`src/rtl/nand_ecc_fix.sv`:
```
module nand_ecc_fix #(
  parameter int CODE_W      = 24,
  parameter int BLOCK_BYTES = 512
) (
  input  logic                                 clk,
  input  logic                                 rst_n,
  input  logic                                 in_valid,
  input  logic [CODE_W-1:0]                    code_stored,
  input  logic [CODE_W-1:0]                    code_calc,
  input  logic                                 fix_en,
  input  logic [7:0]                           data_in,
  output logic                                 done,
  output logic [1:0]                           status,
  output logic [CODE_W-CODE_W/2-4:0]           byte_idx,
  output logic [7:0]                           bit_mask,
  output logic [7:0]                           data_out
);
  localparam int HALF_W = CODE_W / 2;
  localparam int BIT_W  = 3;
  localparam int IDX_W  = CODE_W - HALF_W - BIT_W;
  localparam logic [IDX_W:0] LIMIT = (IDX_W+1)'(BLOCK_BYTES);

  localparam logic [1:0] ST_NONE = 2'b00;
  localparam logic [1:0] ST_DATA = 2'b01;
  localparam logic [1:0] ST_CODE = 2'b10;
  localparam logic [1:0] ST_BAD  = 2'b11;

  logic [CODE_W-1:0] syn;
  logic [HALF_W-1:0] syn_hi, syn_lo;
  logic [IDX_W-1:0]  loc_byte;
  logic [BIT_W-1:0]  loc_bit;
  logic              is_zero, is_cmp, is_pow2, in_range;

  assign syn      = code_calc ^ code_stored;
  assign syn_hi   = syn[CODE_W-1:HALF_W];
  assign syn_lo   = syn[HALF_W-1:0];
  assign loc_byte = syn[CODE_W-1:HALF_W+BIT_W];
  assign loc_bit  = syn[HALF_W+BIT_W-1:HALF_W];
  assign is_zero  = (syn == '0);
  assign is_cmp   = ((syn_hi ^ syn_lo) == '1);
  assign is_pow2  = !is_zero && ((syn & (syn - 1'b1)) == '0);
  assign in_range = ({1'b0, loc_byte} < LIMIT);

  logic [1:0]       st_n;
  logic [IDX_W-1:0] idx_n;
  logic [7:0]       mask_n;

  always_comb begin
    st_n   = ST_BAD;
    idx_n  = '0;
    mask_n = '0;
    if (is_zero) begin
      st_n = ST_NONE;
    end else if (is_cmp) begin
      if (in_range) begin
        st_n   = ST_DATA;
        idx_n  = loc_byte;
        mask_n = 8'b1 << loc_bit;
      end
    end else if (is_pow2) begin
      st_n = ST_CODE;
    end
  end

  always_ff @(posedge clk or negedge rst_n) begin
    if (!rst_n) begin
      done     <= 1'b0;
      status   <= ST_NONE;
      byte_idx <= '0;
      bit_mask <= '0;
      data_out <= '0;
    end else begin
      done <= in_valid;
      if (in_valid) begin
        status   <= st_n;
        byte_idx <= idx_n;
        bit_mask <= mask_n;
        data_out <= fix_en ? (data_in ^ mask_n) : data_in;
      end
    end
  end

  p_equal_none_r1: assert property (@(posedge clk) disable iff (!rst_n)
    (in_valid && code_stored == code_calc) |=> (status == ST_NONE && bit_mask == 8'h00));

  p_mask_onehot_r2: assert property (@(posedge clk) disable iff (!rst_n)
    (status == ST_DATA) |-> ($countones(bit_mask) == 1 && {1'b0, byte_idx} < LIMIT));

  p_mask_clear_r4: assert property (@(posedge clk) disable iff (!rst_n)
    (status != ST_DATA) |-> (bit_mask == 8'h00 && byte_idx == '0));

  p_done_follows_r6: assert property (@(posedge clk) disable iff (!rst_n)
    in_valid |=> done);

  p_done_quiet_r6: assert property (@(posedge clk) disable iff (!rst_n)
    !in_valid |=> (!done && $stable(status) && $stable(data_out)));

  p_pass_through_r7: assert property (@(posedge clk) disable iff (!rst_n)
    (in_valid && !fix_en) |=> (data_out == $past(data_in)));
endmodule

```
`config.mk`:
```
export PLATFORM = sky130hd
export DESIGN_NAME = nand_ecc_fix
export DESIGN_NICKNAME = d
export VERILOG_FILES = /design/src/rtl/nand_ecc_fix.sv
export SDC_FILE = /design/constraint.sdc
export NUM_CORES = 1
export LEC_CHECK = 0
export ABC_AREA = 1
export ABC_CLOCK_PERIOD_IN_PS = 800
export BUFFER_PORTS_ARGS = -buffer_cell sky130_fd_sc_hd__buf_2
export CORE_MARGIN = 5
export CORE_UTILIZATION = 33
export DETAILED_ROUTE_END_ITERATION = 6
export PLACE_DENSITY = 0.67
export SLEW_MARGIN = 20
export SYNTH_ARGS = -nofsm -noshare
export SYNTH_HDL_FRONTEND = slang
export SYNTH_SLANG_ARGS = --single-unit
```
`constraint.sdc`:
```
create_clock -name clk -period 0.8 [get_ports clk]
set_input_delay 0.12 -clock clk [delete_from_list [all_inputs] [get_ports clk]]
set_output_delay 0.12 -clock clk [all_outputs]
set_load 0.01 [all_outputs]
```
; ---- Yosys cells after proc, flatten, opt, wreduce, memory -nomap -nowiden
; Cells that the tools add are included.
; W data, S select, Z words.
[word_totals]
regBits = 28
elab_cells = 24
[op_classes]
n_addsub = 1
mux = 8
bitwise = 4
reduce_logical = 4
n_shift = 1
n_eq_ne = 1
[ops]
columns = cell, n
row1 = $logic_not A24 Y1, 2
row2 = $and A24 B24 Y24, 1
row3 = $mux W8, 3
row4 = $sub A24 B1 Y24 const B, 1
row5 = $xor A24 B24 Y24, 1
row6 = $mux W9, 2
row7 = $eq A12 B12 Y1 const B, 1
row8 = $xor A12 B12 Y12, 1
row9 = $shl A1 B3 Y8 const A, 1
row10 = $xor A8 B8 Y8, 1
row11 = $mux W2, 2
row12 = $logic_and A1 B1 Y1, 1
row13 = $logic_not A1 Y1, 1
row14 = $mux W1, 1

; ---- Depth between registers and ports, before layout
; Gate-level depths: netlist of run 1.
[depth]
word_depth = 8
mapped_depth = 16
mapped_depth_nobuf = 16

; ---- Least setup slack after synthesis of run 1
; OpenSTA, ideal clock, no wires.
[synth_path]
path_type = input-to-reg
from = in code_calc[0]
to = reg bit_mask[0]
t_arrival_ns = 1.234
setup_time_ns = 0.121
required_time_ns = 0.679
cell_stages = 13
slack_ns = -0.555
path_cell_list = inv_1 > nand2_1 > nand2_2 > nor2_4 > nand2_1 > nor2_1 > nand2_1 > inv_2 > nand2_4 > clkinv_2 > nor2_4 > buf_6 > a22o_1
[synth_between]
elab_chain_len = 5
[synth_rtl]
columns = item, line_no
row1 = start: declaration, 9  ; input logic [CODE_W-1:0] code_calc,
row2 = $xor A24 B24 Y24 *, 34  ; assign syn = code_calc ^ code_stored;
row3 = $xor A12 B12 Y12, 40  ; assign is_cmp = ((syn_hi ^ syn_lo) == '1);
row4 = $eq A12 B12 Y1, 40
row5 = $mux W8, 54  ; end else if (is_cmp) begin
row6 = $mux W8 *, 52  ; if (is_zero) begin
row7 = end signal: assignment, 77  ; bit_mask <= mask_n;
row8 = end: declaration, 15  ; output logic [7:0] bit_mask,
; Mark *: on every way between the ends. The rest lies on a longest branch, timed or not.
; A chain may end at the register's enable or synchronous reset.

; ---- Worst setup path after layout of run 1
[layout_path]
from = in code_stored[18]
to = reg data_out[2]
[layout_between]
elab_chain_len = 7
[layout_rtl]
columns = item, line_no
row1 = start: declaration, 8  ; input logic [CODE_W-1:0] code_stored,
row2 = $xor A24 B24 Y24 *, 34
row3 = $xor A12 B12 Y12, 40
row4 = $eq A12 B12 Y1, 40
row5 = $mux W8, 54
row6 = $mux W8 *, 52
row7 = $xor A8 B8 Y8 *, 78  ; data_out <= fix_en ? (data_in ^ mask_n) : data_in;
row8 = $mux W8 *, 78
row9 = end signal: assignment, 78
row10 = end: declaration, 16  ; output logic [7:0] data_out
; Marked as above.

==> flow_metrics.py, run 1 <==
metrics = {
    "global_route": {
        "grt_pass1_vias": 3355,
        "grt_max_degree": 29,
        "overflow": 0,
        "grt_antenna_before_repair": 0,
        "grt_pass1_wl_um": 14500,
        "grt_use_total": 0.171,
    },
    "cells_and_area": {
        "fillers": 733,
        "diodes": 0,
        "seq_area_um2": 701,
        "syn2layout_area_growth_pct": 80.3,
        "layout.nets": 707,
        "final_util": 0.605,
        "multi_input_area_mm2": 0.00233,
        "drive_gt1_frac": 0.580,
        "stdcell_count": 751,
    },
    "timing": {
        "setup_ws_ns": -0.539,
        "finalSetupViolCount": 55,
        "rsz0062_at_grt": "yes",
        "relSlewSlack": 0.762,
        "period_share": 1.67,
        "layout_min_cycle_time_ns": 1.34,
        "max_clock_freq_mhz": 747,
        "hold_viol": 0,
        "worst_pin_slew_ns": 0.356,
        "clock_skew_ns": 0,
        "drv_slew": 0,
    },
    "logic_synthesis": {
        "synth_fp_nets": 527,
        "ys_seq_area_frac": 0.255,
        "syn_area_per_cell_um2": 5.88,
        "synth_cell_types": 29,
        "synth-xor-area-share": 0.0456,
        "synth.top_cell.area_share": 0.291,
        "async_flop_share": 1.00,
        "yosysWarningCount": 0,
        "synthMuxAreaShare": 0,
        "synth_fa_ha_area_frac": 0,
        "ys_ff_latch": 28,
        "synth_edf_count": 0,
        "yosys.area_share.simple": 0.545,
        "synth_area_leaders": "nand2_1, dfrtp_1, inv_1",
        "syn_inst": 467,
        "synth-main-ff-cell": "dfrtp_1",
        "synth_area_mm2": 0.00275,
        "synth_most_common_cell": "nand2_1",
        "synth_area_leader_cell": "nand2_1",
        "synth-compound-area-share": 0.0438,
        "synth_top_family_by_area": "simple AND/OR/NAND/NOR gates",
        "yosys-top-cells-count": "nand2_1, inv_1, nor2_1, nand3_1, dfrtp_1",
    },
    "power": {
        "p_leak_nw": 2.69,
        "ir_worst_vdd_mv": 0.614,
        "power.density_mw_per_mm2": 991,
    },
    "clock_tree": {
        "clk_latency_ns": 0.27,
        "cts_root_buf": "clkbuf_8",
        "clock-sinks": 28,
        "clock_path_buffers": 2,
        "numCtsBuffers": 3,
        "cts_tree": "yes",
        "clk_pin_slew_ns": 0.09,
        "htree_levels": 1,
    },
    "placement": {
        "io_buffers": 87,
        "placed_cells": 703,
        "gp_congestion": 0.880,
        "dpl.hpwl_um": 7030,
    },
    "worst_setup_path": {
        "slowest_delay_ns": 0.22,
        "r2r_setup_slack_ns": -0.06,
        "startpoint_type": "input pin",
        "arrival_ns": 1.55,
        "cp_slowest_cell": "nor2_4",
        "cp_cell_sequence": "buf_2 -> inv_1 -> nand2_2 -> nand2_4 -> xnor2_4 -> nand2_2 -> nor2_4 -> nand3_4 -> nor2_4 -> nand2_1 -> nand2_1 -> nand3_2 -> nand2_1",
        "end_kind": "flop",
        "timing_worst_setup_path_type": "input pin to flop",
        "cp_max_fo": 6,
        "cp.required_ns": 1.01,
        "path_common_cell": "nand2_1",
    },
    "die": {
        "die_area_mm2": 0.0102,
        "io_pins": 88,
        "chipHeight_um": 101,
        "coreArea_mm2": 0.00818,
        "fp-row-count": 33,
        "die_w_um": 101,
        "start_util": 0.336,
    },
    "detailed_routing": {
        "wl_per_cell_um": 12.8,
        "first_iter_violations": 112,
        "wl_um": 9650,
        "viasPerCell": 4.60,
        "drc": 0,
        "via_count": 3454,
        "ant_nets": 0,
        "drtPass1Iterations": 4,
    },
    "run": {
        "drv_cap": 0,
    },
    "worst_hold_path": {
        "hold_class": "input pin to flop",
    },
    "outcome": {
        "status": "finished, violations left",
        "violations": "setup timing",
    },
}
## flip-flops by register name, indices dropped and copies added, names as in the netlist
| name | flops |
|---|---|
| status | 2 |
| byte_idx | 9 |
| done | 1 |
| bit_mask | 8 |
| data_out | 8 |
## per-layer routing
metal	global-route usage	part of all wire
met1	0.206	0.39
met2	0.325	0.54
met3	0.0200	0.054
met4	0.0317	0.0098
met5	0	0
## cells by family (layout without fill, tap and decap cells)
group                  after synthesis  after routing
AND/OR/NAND/NOR                    335            336
buffers and inverters               78            256
XOR/XNOR                            10             10
AO/OA/AOI/OAI                       16             16
flip-flops                          28             28
## where the power goes
part	switching [W]	internal, W	leakage (nW)	total [W]
registers	0.0000242	0.00146	0.368	0.00148
clock network	0.000421	0.000669	0.0357	0.00109
logic	0.00124	0.00109	2.28	0.00233
## cells in the final DEF, fill, tap and decap left out, types with 2 or more instances in the layout
master	netlist	layout
a22o_1	3	3
buf_12	0	3
buf_2	1	54
buf_4	0	92
buf_6	1	23
buf_8	0	5
clkbuf_8	0	3
dfrtp_1	28	28
inv_1	57	32
inv_2	15	26
inv_4	0	11
inv_8	0	2
nand2_1	213	149
nand2_2	13	55
nand2_4	5	23
nand2_8	0	4
nand3_1	33	23
nand3_2	0	10
nand4_1	2	2
nor2_1	47	27
nor2_2	12	21
nor2_4	5	17
o21ai_0	4	2
o21ai_1	1	3
o21ai_2	7	7
xnor2_2	4	3
xnor2_4	0	3
xor2_2	1	2
xor2_4	0	2
## worst max-delay path, delay by kind of cell
kind                      cells  cell delay (ns)
xor gates and xnor gates      1             0.14
buffers and inverters         2             0.17
and+or+nand+nor              10             1.11
## worst paths after layout
path / depth (start not counted) / from / to
worst max-delay path: 13 / code_stored[18] / data_out[2]
worst min-delay path: 2 / in_valid / done
worst max register to register: 4 / bit_mask[6] / bit_mask[6]
worst min register to register: 2 / data_out[2] / data_out[2]
max in group asynchronous: 3 / rst_n / byte_idx[3]
min in group asynchronous: 3 / rst_n / byte_idx[4]
## metrics by stage
step / setup TNS [ns] / cell area, um^2 / worst slack, ns / power [W] / hold slack [ns]
floorplan: -12.56 / 2920 / -0.490 / 0.00242 / -0.176
global placement: -20.81 / 3870 / -0.932 / 0.00318 / 0.0770
detailed placement: -21.70 / 3870 / -0.964 / 0.00321 / 0.0784
CTS: -15.99 / 4270 / -0.542 / 0.00444 / 0.151
global route: -19.51 / 4950 / -0.646 / 0.00518 / 0.156
finish: -16.69 / 4950 / -0.539 / 0.00490 / 0.164
## what timing repair did
item,4_1_cts,5_1_grt
pin swaps,25,71
endpoints found under the setup margin,55,55
hold endpoints to repair,28,0
resized for setup,50,135
setup buffers,16,26
gates cloned,1,1
hold buffers,1,0
## final cells by class
cell class,count,area share
Inverter,73,0.0660
Tap cell,105,0.0265
Clock buffer,3,0.00834
Multi-Input combinational cell,362,0.471
Timing Repair Buffer,179,0.281
Sequential cell,28,0.142
Clock inverter,1,0.00607
Power figures use the tool's default switching activity.
==> inputs of run 2 (changes only) <==
ABC_AREA = 0   (was 1)
MAX_ROUTING_LAYER = met4   (was default)
PLACE_DENSITY = 0.71   (was 0.67)
==> flow_metrics.py, run 2 <==
metrics = {
    "timing": {
        "worst_pin_slew_ns": 0.519,
        "finalSetupViolCount": 55,
        "max_clock_freq_mhz": 554,
        "hold_viol": 0,
        "setup_ws_ns": -1.00,
        "layout_min_cycle_time_ns": 1.80,
        "rsz0062_at_grt": "yes",
        "relSlewSlack": 0.654,
        "period_share": 2.25,
        "holdWs_ns": 0.126,
        "clock_skew_ns": 0,
        "drv_slew": 0,
    },
    "logic_synthesis": {
        "async_flop_share": 1.00,
        "ys_seq_area_frac": 0.363,
        "yosysWarningCount": 0,
        "synth-main-ff-cell": "dfrtp_1",
        "synth_most_common_cell": "dfrtp_1",
        "synth_fp_nets": 286,
        "synth_area_mm2": 0.00193,
        "syn_inst": 226,
        "ys_ff_latch": 28,
        "synth_edf_count": 0,
        "syn_area_per_cell_um2": 8.53,
        "synth_cell_types": 35,
        "synth.top_cell.area_share": 0.363,
        "synth_area_leaders": "dfrtp_1, xnor2_1, xor2_1",
        "yosys-top-cells-count": "dfrtp_1, xnor2_1, xor2_1, inv_1",
        "synth_area_leader_cell": "dfrtp_1",
    },
    "worst_hold_path": {
        "whs_path_depth": 3,
        "worstHoldEndpoint": "data_out[6]",
        "hp-start": "data_in[6]",
        "hold_class": "input pin to flop",
    },
    "placement": {
        "io_buffers": 87,
        "dpl.hpwl_um": 4540,
        "placed_cell_area_mm2": 0.00295,
        "dp_slack_ns": -1.30,
        "gp_congestion": 0.876,
    },
    "clock_tree": {
        "clk_pin_slew_ns": 0.10,
        "cts_root_buf": "clkbuf_8",
        "clock-sinks": 28,
        "htree_levels": 1,
        "clk_latency_ns": 0.27,
        "numCtsBuffers": 3,
        "cts_tree": "yes",
        "clock_path_buffers": 2,
    },
    "worst_setup_path": {
        "startpoint_type": "input pin",
        "cp_max_fo": 4,
        "r2r_cells": 7,
        "end_kind": "flop",
        "critPathBufInv": 3,
        "slowest_delay_ns": 0.38,
        "cp_slowest_cell": "or3_4",
        "arrival_ns": 1.96,
        "cp_cell_sequence": "buf_8 -> xor2_4 -> or3_4 -> or3_4 -> buf_6 -> buf_6 -> nor4_4 -> nand3_1 -> o31ai_1 -> nor2_1",
        "r2r_setup_slack_ns": -0.91,
        "worst_r2r_endpoint": "status[0]",
        "timing_worst_setup_path_type": "input pin to flop",
        "r2r_start": "status[0]",
        "cp.required_ns": 0.96,
        "critPathTopFamily": "simple AND/OR/NAND/NOR gates",
    },
    "detailed_routing": {
        "drc": 0,
        "drtPass1Iterations": 4,
        "wl_um": 6970,
        "first_iter_violations": 139,
        "wl_per_cell_um": 15.1,
        "via_count": 2244,
        "viasPerCell": 4.87,
        "ant_nets": 0,
    },
    "die": {
        "io_pins": 88,
        "die_area_mm2": 0.00747,
        "coreArea_mm2": 0.00561,
        "start_util": 0.344,
        "fp-row-count": 27,
        "die_w_um": 86.4,
        "chipHeight_um": 86.4,
    },
    "cells_and_area": {
        "regMostFlops": "byte_idx",
        "fillers": 433,
        "drive_gt1_frac": 0.596,
        "layout_commonest_cell": "buf_4",
        "multi_input_area_mm2": 0.00173,
        "layout.nets": 450,
        "final_cell_area_mm2": 0.00391,
        "seq_area_um2": 701,
        "final_cell_mix": "buf_4, buf_2, dfrtp_1",
        "largest_reg_flops": 9,
        "diodes": 0,
        "syn2layout_area_growth_pct": 103,
        "largestRegisters": "byte_idx x9, bit_mask x8, data_out x8",
    },
    "global_route": {
        "grt_max_degree": 52,
        "grt_pass1_wl_um": 9740,
        "grt_antenna_before_repair": 0,
        "overflow": 0,
        "grt_pass1_vias": 2195,
        "grt_use_total": 0.165,
    },
    "power": {
        "p_leak_nw": 1.77,
        "ir_worst_vdd_mv": 0.568,
        "power.density_mw_per_mm2": 1130,
        "p_total_w": 0.00441,
    },
    "run": {
        "drv_cap": 0,
    },
    "outcome": {
        "status": "finished, violations left",
        "violations": "setup timing",
    },
}
run 2: cell count changes in the layout (fill, tap and decap cells not counted), sizes merged, moves of 11 or more:
cell   before  now
nand2     231   17
inv        72   19
nor2       66   17
xnor2       6   27
nand3      34   15
xor2        4   20
buf       177  164
a21oi       0   11
run 2: cell families after synthesis:
logic type / share of synthesized area
compound gates: 0.132
xor+xnor: 0.229
fa+ha+maj: 0.00519
buf+inv: 0.0506
flops: 0.363
simple gates: 0.220
run 2: layer usage:
layer	up-vias	part of all wire	global-route usage
met1	1060	0.39	0.200
met2	73	0.55	0.292
met3	8	0.043	0.0114
met4	0	0.015	0.0538
li1	1103	-	-
met5	-	0	-
run 2: stage by stage:
step           utilization  TNS, ns  std cells
2_1_floorplan            -   -16.77        226
3_3_place_gp         0.525   -26.52        421
3_5_place_dp         0.525   -26.98        421
4_1_cts              0.615   -23.28        441
5_1_grt              0.696   -26.97        461
6_report             0.696   -24.31        461
run 2: power by group:
group | total (W) | leakage [nW] | switching [W] | internal (W)
Combinational | 0.00205 | 1.39 | 0.000952 | 0.00110
Sequential | 0.00148 | 0.358 | 0.0000209 | 0.00146
Clock | 0.000878 | 0.0288 | 0.000437 | 0.000440
run 2: repair_timing:
item / in CTS / in global routing
gates cloned: 0 / 1
hold buffers: 1 / 0
pin swaps: 25 / 33
resized for setup: 59 / 52
endpoints found under the hold margin: 28 / 0
endpoints found under the setup margin: 55 / 55
setup buffers: 16 / 22
run 2: worst max path at each step:
stage	cells past startpoint	slack, ns	endpoint	startpoint
4_1_cts	7	-0.93	status[0]	code_calc[20]
2_1_floorplan	6	-1.06	status[0]	code_stored[20]
5_1_grt	10	-1.04	data_out[7]	code_calc[16]
3_5_place_dp	7	-1.30	status[0]	code_stored[20]
3_3_place_gp	7	-1.24	status[0]	code_stored[20]
6_report	10	-1.00	status[0]	code_stored[20]
run 2: area by class of cell:
class	count	share of cell area
clock buffer	4	0.0141
timing repair buffer	166	0.323
tap	72	0.0231
sequential	28	0.179
multi-input combinational	172	0.442
inverter	19	0.0183
run 2: worst reg2reg max path, cell delays in order (launching register included):
cell	delay, ns
dfrtp_1	0.42
inv_1	0.08
o22ai_1	0.08
nor3_1	0.25
o211a_1	0.21
o2111ai_2	0.17
o31ai_1	0.30
nor2_1	0.08
